## config.mk

```make
export PLATFORM = sky130hd
export DESIGN_NAME = pport_xctl
export DESIGN_NICKNAME = d
export VERILOG_FILES = /design/src/rtl/pport_xctl_pkg.sv /design/src/rtl/pport_mode_guard.sv /design/src/rtl/pport_fault_irq.sv /design/src/rtl/pport_svc_irq.sv /design/src/rtl/pport_xctl.sv
export SDC_FILE = /design/constraint.sdc
export NUM_CORES = 1
export LEC_CHECK = 0
export BUFFER_PORTS_ARGS = -buffer_cell sky130_fd_sc_hd__buf_2
export CORE_MARGIN = 10
export CORE_UTILIZATION = 39
export CTS_BUF_LIST = sky130_fd_sc_hd__clkbuf_16
export DETAILED_ROUTE_END_ITERATION = 8
export GPL_TIMING_DRIVEN = 0
export HOLD_SLACK_MARGIN = 0.12
export PLACE_DENSITY_LB_ADDON = 0.12
export SLEW_MARGIN = 20
export SYNTH_ARGS = -nofsm -noshare
export SYNTH_HDL_FRONTEND = slang
export SYNTH_SLANG_ARGS = --single-unit
```

## constraint.sdc

```tcl
create_clock -name clk_i -period 1.68 [get_ports clk_i]
set_clock_uncertainty 0.05 [all_clocks]
set_input_delay 0.336 -clock clk_i [delete_from_list [all_inputs] [get_ports clk_i]]
set_output_delay 0.336 -clock clk_i [all_outputs]
set_load 0.05 [all_outputs]
```

## src/rtl/pport_xctl_pkg.sv

```systemverilog
package pport_xctl_pkg;
  localparam int REG_W      = 8;
  localparam int MODE_W     = 3;
  localparam int MODE_LSB   = 5;
  localparam int MODE_MSB   = MODE_LSB + MODE_W - 1;
  localparam int ERR_EN_BIT = 4;
  localparam int SVC_BIT    = 2;
  localparam int FULL_BIT   = 1;
  localparam int EMPTY_BIT  = 0;

  typedef enum logic [MODE_W-1:0] {
    PM_PIO_FWD = 3'b000,
    PM_PIO_BI  = 3'b001,
    PM_HS_A    = 3'b010,
    PM_HS_B    = 3'b011
  } pmode_e;

  function automatic logic is_pio(input logic [MODE_W-1:0] m);
    return m[MODE_W-1:1] == '0;
  endfunction

  function automatic logic is_hs(input logic [MODE_W-1:0] m);
    return m[MODE_W-1:1] == PM_HS_A[MODE_W-1:1];
  endfunction
endpackage

```

## src/rtl/pport_mode_guard.sv

```systemverilog
module pport_mode_guard
  import pport_xctl_pkg::*;
(
  input  logic              clk_i,
  input  logic              rst_ni,
  input  logic              wr_i,
  input  logic [MODE_W-1:0] req_i,
  input  logic              fifo_empty_i,
  output logic [MODE_W-1:0] mode_o,
  output logic              hs_en_o,
  output logic              afd_rel_o,
  output logic              mode_err_o,
  output logic              drain_err_o
);
  logic [MODE_W-1:0] mode_q;
  logic legal, leave_hs, rel_q, merr_q, derr_q;

  // only the programmed-I/O modes may sit on either side of a change
  assign legal    = is_pio(mode_q) | is_pio(req_i) | (req_i == mode_q);
  assign leave_hs = wr_i & is_hs(mode_q) & is_pio(req_i);

  always_ff @(posedge clk_i or negedge rst_ni) begin
    if (!rst_ni) begin
      mode_q <= PM_PIO_FWD;
      rel_q  <= 1'b0;
      merr_q <= 1'b0;
      derr_q <= 1'b0;
    end else begin
      rel_q <= leave_hs;
      if (wr_i) begin
        if (legal) mode_q <= req_i;
        else       merr_q <= 1'b1;
      end
      if (leave_hs && !fifo_empty_i) derr_q <= 1'b1;
    end
  end

  assign mode_o      = mode_q;
  assign hs_en_o     = is_hs(mode_q);
  assign afd_rel_o   = rel_q;
  assign mode_err_o  = merr_q;
  assign drain_err_o = derr_q;
endmodule

```

## src/rtl/pport_fault_irq.sv

```systemverilog
module pport_fault_irq (
  input  logic clk_i,
  input  logic rst_ni,
  input  logic fault_ni,
  input  logic wr_i,
  input  logic wbit_i,
  output logic en_n_o,
  output logic err_irq_o
);
  logic fault_q, en_n_q, irq_q, fell, arm_low;

  assign fell    = fault_q & ~fault_ni & ~en_n_q;
  // enabling while the fault already sits low counts as an edge
  assign arm_low = wr_i & en_n_q & ~wbit_i & ~fault_ni;

  always_ff @(posedge clk_i or negedge rst_ni) begin
    if (!rst_ni) begin
      fault_q <= 1'b1;
      en_n_q  <= 1'b0;
      irq_q   <= 1'b0;
    end else begin
      fault_q <= fault_ni;
      irq_q   <= fell | arm_low;
      if (wr_i) en_n_q <= wbit_i;
    end
  end

  assign en_n_o    = en_n_q;
  assign err_irq_o = irq_q;
endmodule

```

## src/rtl/pport_svc_irq.sv

```systemverilog
module pport_svc_irq #(
  parameter int N_SRC = 3
) (
  input  logic             clk_i,
  input  logic             rst_ni,
  input  logic [N_SRC-1:0] src_i,
  input  logic             wr_i,
  input  logic             wbit_i,
  output logic             mask_o,
  output logic             svc_irq_o
);
  logic mask_q, irq_q, fire;

  assign fire = ~mask_q & (|src_i);

  always_ff @(posedge clk_i or negedge rst_ni) begin
    if (!rst_ni) begin
      mask_q <= 1'b1;
      irq_q  <= 1'b0;
    end else begin
      irq_q <= fire;
      // hardware re-mask wins over a same-cycle software write
      if (fire)      mask_q <= 1'b1;
      else if (wr_i) mask_q <= wbit_i;
    end
  end

  assign mask_o    = mask_q;
  assign svc_irq_o = irq_q;
endmodule

```

## src/rtl/pport_xctl.sv

```systemverilog
module pport_xctl
  import pport_xctl_pkg::*;
#(
  parameter int N_SVC = 3
) (
  input  logic              clk_i,
  input  logic              rst_ni,
  input  logic              sel_i,
  input  logic              rd_i,
  input  logic              wr_i,
  input  logic [REG_W-1:0]  wdata_i,
  output logic [REG_W-1:0]  rdata_o,
  input  logic              fifo_full_i,
  input  logic              fifo_empty_i,
  input  logic              fault_ni,
  input  logic [N_SVC-1:0]  svc_src_i,
  output logic              err_irq_o,
  output logic              svc_irq_o,
  output logic [MODE_W-1:0] mode_o,
  output logic              hs_en_o,
  output logic              afd_rel_o,
  output logic              mode_err_o,
  output logic              drain_err_o
);
  logic wr_hit, err_en_n, svc_mask;
  logic [MODE_W-1:0] mode;

  assign wr_hit = sel_i & wr_i;

  pport_mode_guard u_mode (
    .clk_i        (clk_i),
    .rst_ni       (rst_ni),
    .wr_i         (wr_hit),
    .req_i        (wdata_i[MODE_MSB:MODE_LSB]),
    .fifo_empty_i (fifo_empty_i),
    .mode_o       (mode),
    .hs_en_o      (hs_en_o),
    .afd_rel_o    (afd_rel_o),
    .mode_err_o   (mode_err_o),
    .drain_err_o  (drain_err_o)
  );

  pport_fault_irq u_fault (
    .clk_i     (clk_i),
    .rst_ni    (rst_ni),
    .fault_ni  (fault_ni),
    .wr_i      (wr_hit),
    .wbit_i    (wdata_i[ERR_EN_BIT]),
    .en_n_o    (err_en_n),
    .err_irq_o (err_irq_o)
  );

  pport_svc_irq #(.N_SRC(N_SVC)) u_svc (
    .clk_i     (clk_i),
    .rst_ni    (rst_ni),
    .src_i     (svc_src_i),
    .wr_i      (wr_hit),
    .wbit_i    (wdata_i[SVC_BIT]),
    .mask_o    (svc_mask),
    .svc_irq_o (svc_irq_o)
  );

  always_comb begin
    rdata_o = '0;
    if (sel_i && rd_i) begin
      rdata_o[MODE_MSB:MODE_LSB] = mode;
      rdata_o[ERR_EN_BIT]        = err_en_n;
      rdata_o[SVC_BIT]           = svc_mask;
      rdata_o[FULL_BIT]          = fifo_full_i;
      rdata_o[EMPTY_BIT]         = fifo_empty_i;
    end
  end

  assign mode_o = mode;
endmodule

```

After elaboration in Yosys (flattened, before gate mapping)
Index checks and enable logic that the tools add are counted.
- logic and storage cells: 41
- bits in read-only memories: 0
- memories kept: 0
- RAM bits: 0
- bits in registers: 11
- latch bits: 0
- muxes and demuxes: 4
- add/subtract/negate cells: 0
- div/mod/pow operators: 0
- magnitude comparators: 0
- shifts and indexed selects: 0
- equality and inequality tests: 2
- reductions and logical operators: 9
- bitwise logic cells: 17
- $mul: 0
- operators by type and width (kind ; number):
    $and A1 B1 Y1 ; 9
    $not A1 Y1 ; 5
    $logic_not A2 Y1 ; 2
    $mux W4 ; 1
    $reduce_and A2 Y1 ; 2
    $eq A3 B3 Y1 ; 1
    $mux W3 ; 1
    $or A1 B1 Y1 ; 3
    $reduce_or A3 Y1 ; 1
    $eq A2 B1 Y1 const B ; 1
    $logic_and A1 B1 Y1 ; 2
    $mux W1 ; 2
    $reduce_bool A2 Y1 ; 1
    $logic_not A1 Y1 ; 1

Logic depth before layout (Yosys ltp)
- depth in word-level cells: 5
- mapped depth: 4
- depth with buffers taken out: 4

Cells and area by module
Synthesis repeated with hierarchy kept, for this count alone.
- cells, all modules: 46
- area total of the unflattened synthesis: 524.3 um^2
- modules (own cells, without submodules) (module ; cells an instance ; instances ; sequential area each (um^2) ; area each (um^2)):
    pport_mode_guard ; 23 ; 1 ; 150.1 ; 271.5
    pport_fault_irq ; 7 ; 1 ; 76.3 ; 110.1
    pport_svc_irq ; 6 ; 1 ; 51.3 ; 80.1
    pport_xctl ; 10 ; 1 ; 0.0 ; 62.6

Worst setup path after synthesis
Ideal clock, no wire load.
- path kind: register to register
- start: register u_mode.mode_q[1], in the netlist u_mode.mode_o[1]
- end: register u_mode.derr_q, in the netlist u_mode.drain_err_o
- cell stages (with the launch flop): 4
- path slack: -0.398 ns
- path buffers: 0
- library setup time: 0.066 ns
- arrival: 1.962 ns
- data required time: 1.564 ns
- cell sequence: dfrtp_1 -> nor2b_1 -> nor4b_2 -> a21o_1
- word-level cells in the longest chain between the ends: 4
- ends and longest elaborated chain (element ; RTL line ; text):
    from (decl) ; pport_mode_guard.sv:15 ; logic [MODE_W-1:0] mode_q;
    from (signal assigned) ; pport_mode_guard.sv:31 ; if (legal) mode_q <= req_i;
    $eq A2 B1 Y1 ; -- ;
    via hs_en_o ; pport_xctl.sv:20 ; output logic hs_en_o,
    $and A1 B1 Y1 (2 in series) ; pport_mode_guard.sv:20 ; assign leave_hs = wr_i & is_hs(mode_q) & is_pio(req_i);
    via u_mode.leave_hs ; pport_mode_guard.sv:16 ; logic legal, leave_hs, rel_q, merr_q, derr_q;
    $logic_and A1 B1 Y1 ; pport_mode_guard.sv:34 ; if (leave_hs && !fifo_empty_i) derr_q <= 1'b1;
    to (signal assigned) ; pport_mode_guard.sv:27 ; derr_q <= 1'b0;
    to (signal assigned) ; pport_mode_guard.sv:34 ;
    to (decl) ; pport_mode_guard.sv:16 ;
The timed path passes the listed nets, and every way through them passes these cells.
A chain may end at the register's enable or synchronous reset.

Final worst setup path
- start: register u_svc.mask_q, in the netlist u_svc.mask_o
- end: output port rdata_o[2]
- word-level cells in the longest chain between the ends: 1
- ends and longest elaborated chain (element ; RTL line ; text):
    from (decl) ; pport_svc_irq.sv:12 ; logic mask_q, irq_q, fire;
    from (signal assigned) ; pport_svc_irq.sv:24 ; else if (wr_i) mask_q <= wbit_i;
    $mux W3 ; pport_xctl.sv:65 ; if (sel_i && rd_i) begin
    to (decl) ; pport_xctl.sv:12 ; output logic [REG_W-1:0] rdata_o,
No other way between the ends.

==> impl_metrics.ini <==
[routing]
ant_nets = 0
postRouteWirelength_um = 1360
dr.pass1.iters = 2
viasPerCell = 4.97
drcViolationCount = 0
wl_per_cell_um = 13.9
via_count = 487
drt_iter0_drc = 3

[setup_path]
arrival_ns = 1.17
cp.buffers_inverters = 1
cp_top_family = flip-flops
worstReg2RegStart = u_mode.mode_o[0]
critPathSlowestCell = dfstp_2
endpoint_kind = output pin
crit_chain = and3_1 -> buf_2
crit_path_max_fanout = 4
startpoint = u_svc.mask_o
crit_path_start_kind = flop
crit_required_ns = 1.29
crit_type = flop to output pin
max_stage_delay_ns = 0.54

[pwr]
p_leak_nw = 0.445
p_int_mw = 0.851
powerDensity_mw_per_mm2 = 1820
swShare = 0.430
power_frac_clock = 0.278
irDropWorstVdd_uv = 802
pwr-share-comb = 0.436
power_switching_mw = 0.641
p_total_mw = 1.49
seqPwrFrac = 0.286

[job]
max_cap_violations = 0

[sta]
min_period_ns = 1.56
hold_violations = 0
tns_ns = 0
grt_setup_unrepaired = false
setup_viol = 0
setup_slack_ns = 0.121
final_max_slew_viol_count = 0
final.period_utilization = 0.928
fmax_ghz = 0.642

[yosys]
yosysTopAreaCell = dfrtp_1
synth_edf_count = 0
ys_ff_latch = 11
ys_types = 23
synth_seq_area_share = 0.517
synth_most_common_cell = dfrtp_1
netlist_area_um2 = 537
avgSynthCellArea_um2 = 11.4
synth_common_cells = dfrtp_1, and3_1, nor2_1
synth_cells = 47
netlist.area_leader.share = 0.420
synthTopCellsByArea = dfrtp_1, dfstp_2, and3_1
ys.flop_type = dfrtp_1
yosys_warnings = 0
async_reset_ff_frac = 1.00
synthesis.nets = 66

[grt]
grt_pass1_vias = 551
globalRouteOverflowTotal = 0
grt.total_usage = 0.0875
antenna_found_initial = 0
grt_first_pass_wirelength_um = 2420
grt_max_degree = 12

[floorplan]
io_pins = 36
core_area_mm2 = 0.00130
start_util = 0.413
die_y_um = 57.1
die_area_mm2 = 0.00326
die_w_um = 57.1
fp-row-count = 13

[hold_path]
min_from = fault_ni
hp-class = primary input to flop

[clock_network]
htree_num_levels = 1
cts.repair.resized = 0
clock_sinks = 11
cts_buffers = 3
cts-root-buf = clkbuf_16
cts_tree = yes
clk_latency_ns = 0.23
cts_buffer_depth = 2
path_clk_slew_ns = 0.04

[placed_design]
dp_cells = 93
dp_slack_ns = 0.142
gp_congestion = 0.690
numPortBuffers = 31

[final_layout]
diodes = 0
area_growth_pct = 52.4
multi_input_area_um2 = 263
nFillCells = 112
nNetsFinal = 103
drive_gt1_frac = 0.554
stdcell_count = 98
seqCellArea_um2 = 282

[run_status]
outcome = completed
==> layout by cell type, fill, tap and decap left out, drive strengths merged, types with 2 or more instances in the layout <==
cell type / instances
clkbuf: 3
nand2: 3
nor2: 5
mux2: 4
buf: 32
and3: 7
dfstp: 2
dfrtp: 9
inv: 2
mux2i: 2
==> sequential cells by signal (all words and copies together), names as in the netlist <==
signal              cells
u_fault.fault_q         1
u_fault.en_n_o          1
u_mode.afd_rel_o        1
u_mode.mode_o           3
u_fault.err_irq_o       1
u_svc.mask_o            1
u_mode.drain_err_o      1
u_svc.svc_irq_o         1
u_mode.mode_err_o       1
==> area by class of cell <==
| class | count | share of cell area |
|---|---|---|
| flip-flops and latches | 11 | 0.344 |
| multi-input cells | 34 | 0.321 |
| repair buffers | 32 | 0.202 |
| clock buffers | 3 | 0.0917 |
| well taps | 15 | 0.0229 |
| plain buffers | 1 | 0.00917 |
| clock inverters | 1 | 0.00459 |
| inverters | 1 | 0.00459 |
==> metrics by stage <==
| step | hold slack, ns | util | cell area [um^2] |
|---|---|---|---|
| 3_3_place_gp | 0.169 | 0.561 | 729 |
| 2_1_floorplan | -0.00959 | - | 556 |
| 6_report | 0.161 | 0.629 | 818 |
| 5_1_grt | 0.155 | 0.629 | 818 |
| 3_5_place_dp | 0.169 | 0.561 | 729 |
| 4_1_cts | 0.158 | 0.629 | 818 |
==> power groups by stage <==
stage	Combinational, mW	Clock, mW	Sequential [mW]
floorplan	0.301	0	0.623
global placement	0.647	0	0.426
detailed placement	0.654	0	0.431
CTS	0.658	0.425	0.428
global route	0.694	0.444	0.443
finish	0.650	0.415	0.427
==> what timing repair did <==
item	in CTS	in global routing
hold buffers	1	0
hold endpoints to repair	9	0
setup buffers	0	0
==> final timing paths <==
kind                                      endpoint  slack (ns)  cells past startpoint
worst max-delay path                    rdata_o[2]        0.12                      2
max in group asynchronous             u_svc.mask_o        0.87                      2
worst max register to register    u_mode.mode_o[1]        0.15                      4
worst min register to register  u_mode.drain_err_o        0.39                      1
worst min-delay path               u_fault.fault_q        0.16                      1
min in group asynchronous        u_fault.err_irq_o        0.45                      2
==> kinds of logic (layout without fill, tap and decap cells) <==
logic type / Yosys count / after routing / share of synthesized area
DFF: 11 / 11 / 0.517
and+or+nand+nor: 20 / 20 / 0.212
buffers and inverters: 2 / 38 / 0.0210
muxes: 6 / 6 / 0.121
AOI/OAI and AO/OA: 6 / 6 / 0.105
xor gates and xnor gates: 1 / 1 / 0.0163
other: 1 / 1 / 0.00699
==> metal layers <==
layer / up-vias / GRT usage / wire, um
li1: 238 / - / -
met1: 224 / 0.0984 / 572
met2: 25 / 0.136 / 612
met3: 0 / 0.0619 / 180
met4: 0 / 0.0101 / 0
met5: - / 0 / 0
Power figures use the tool's default switching activity.
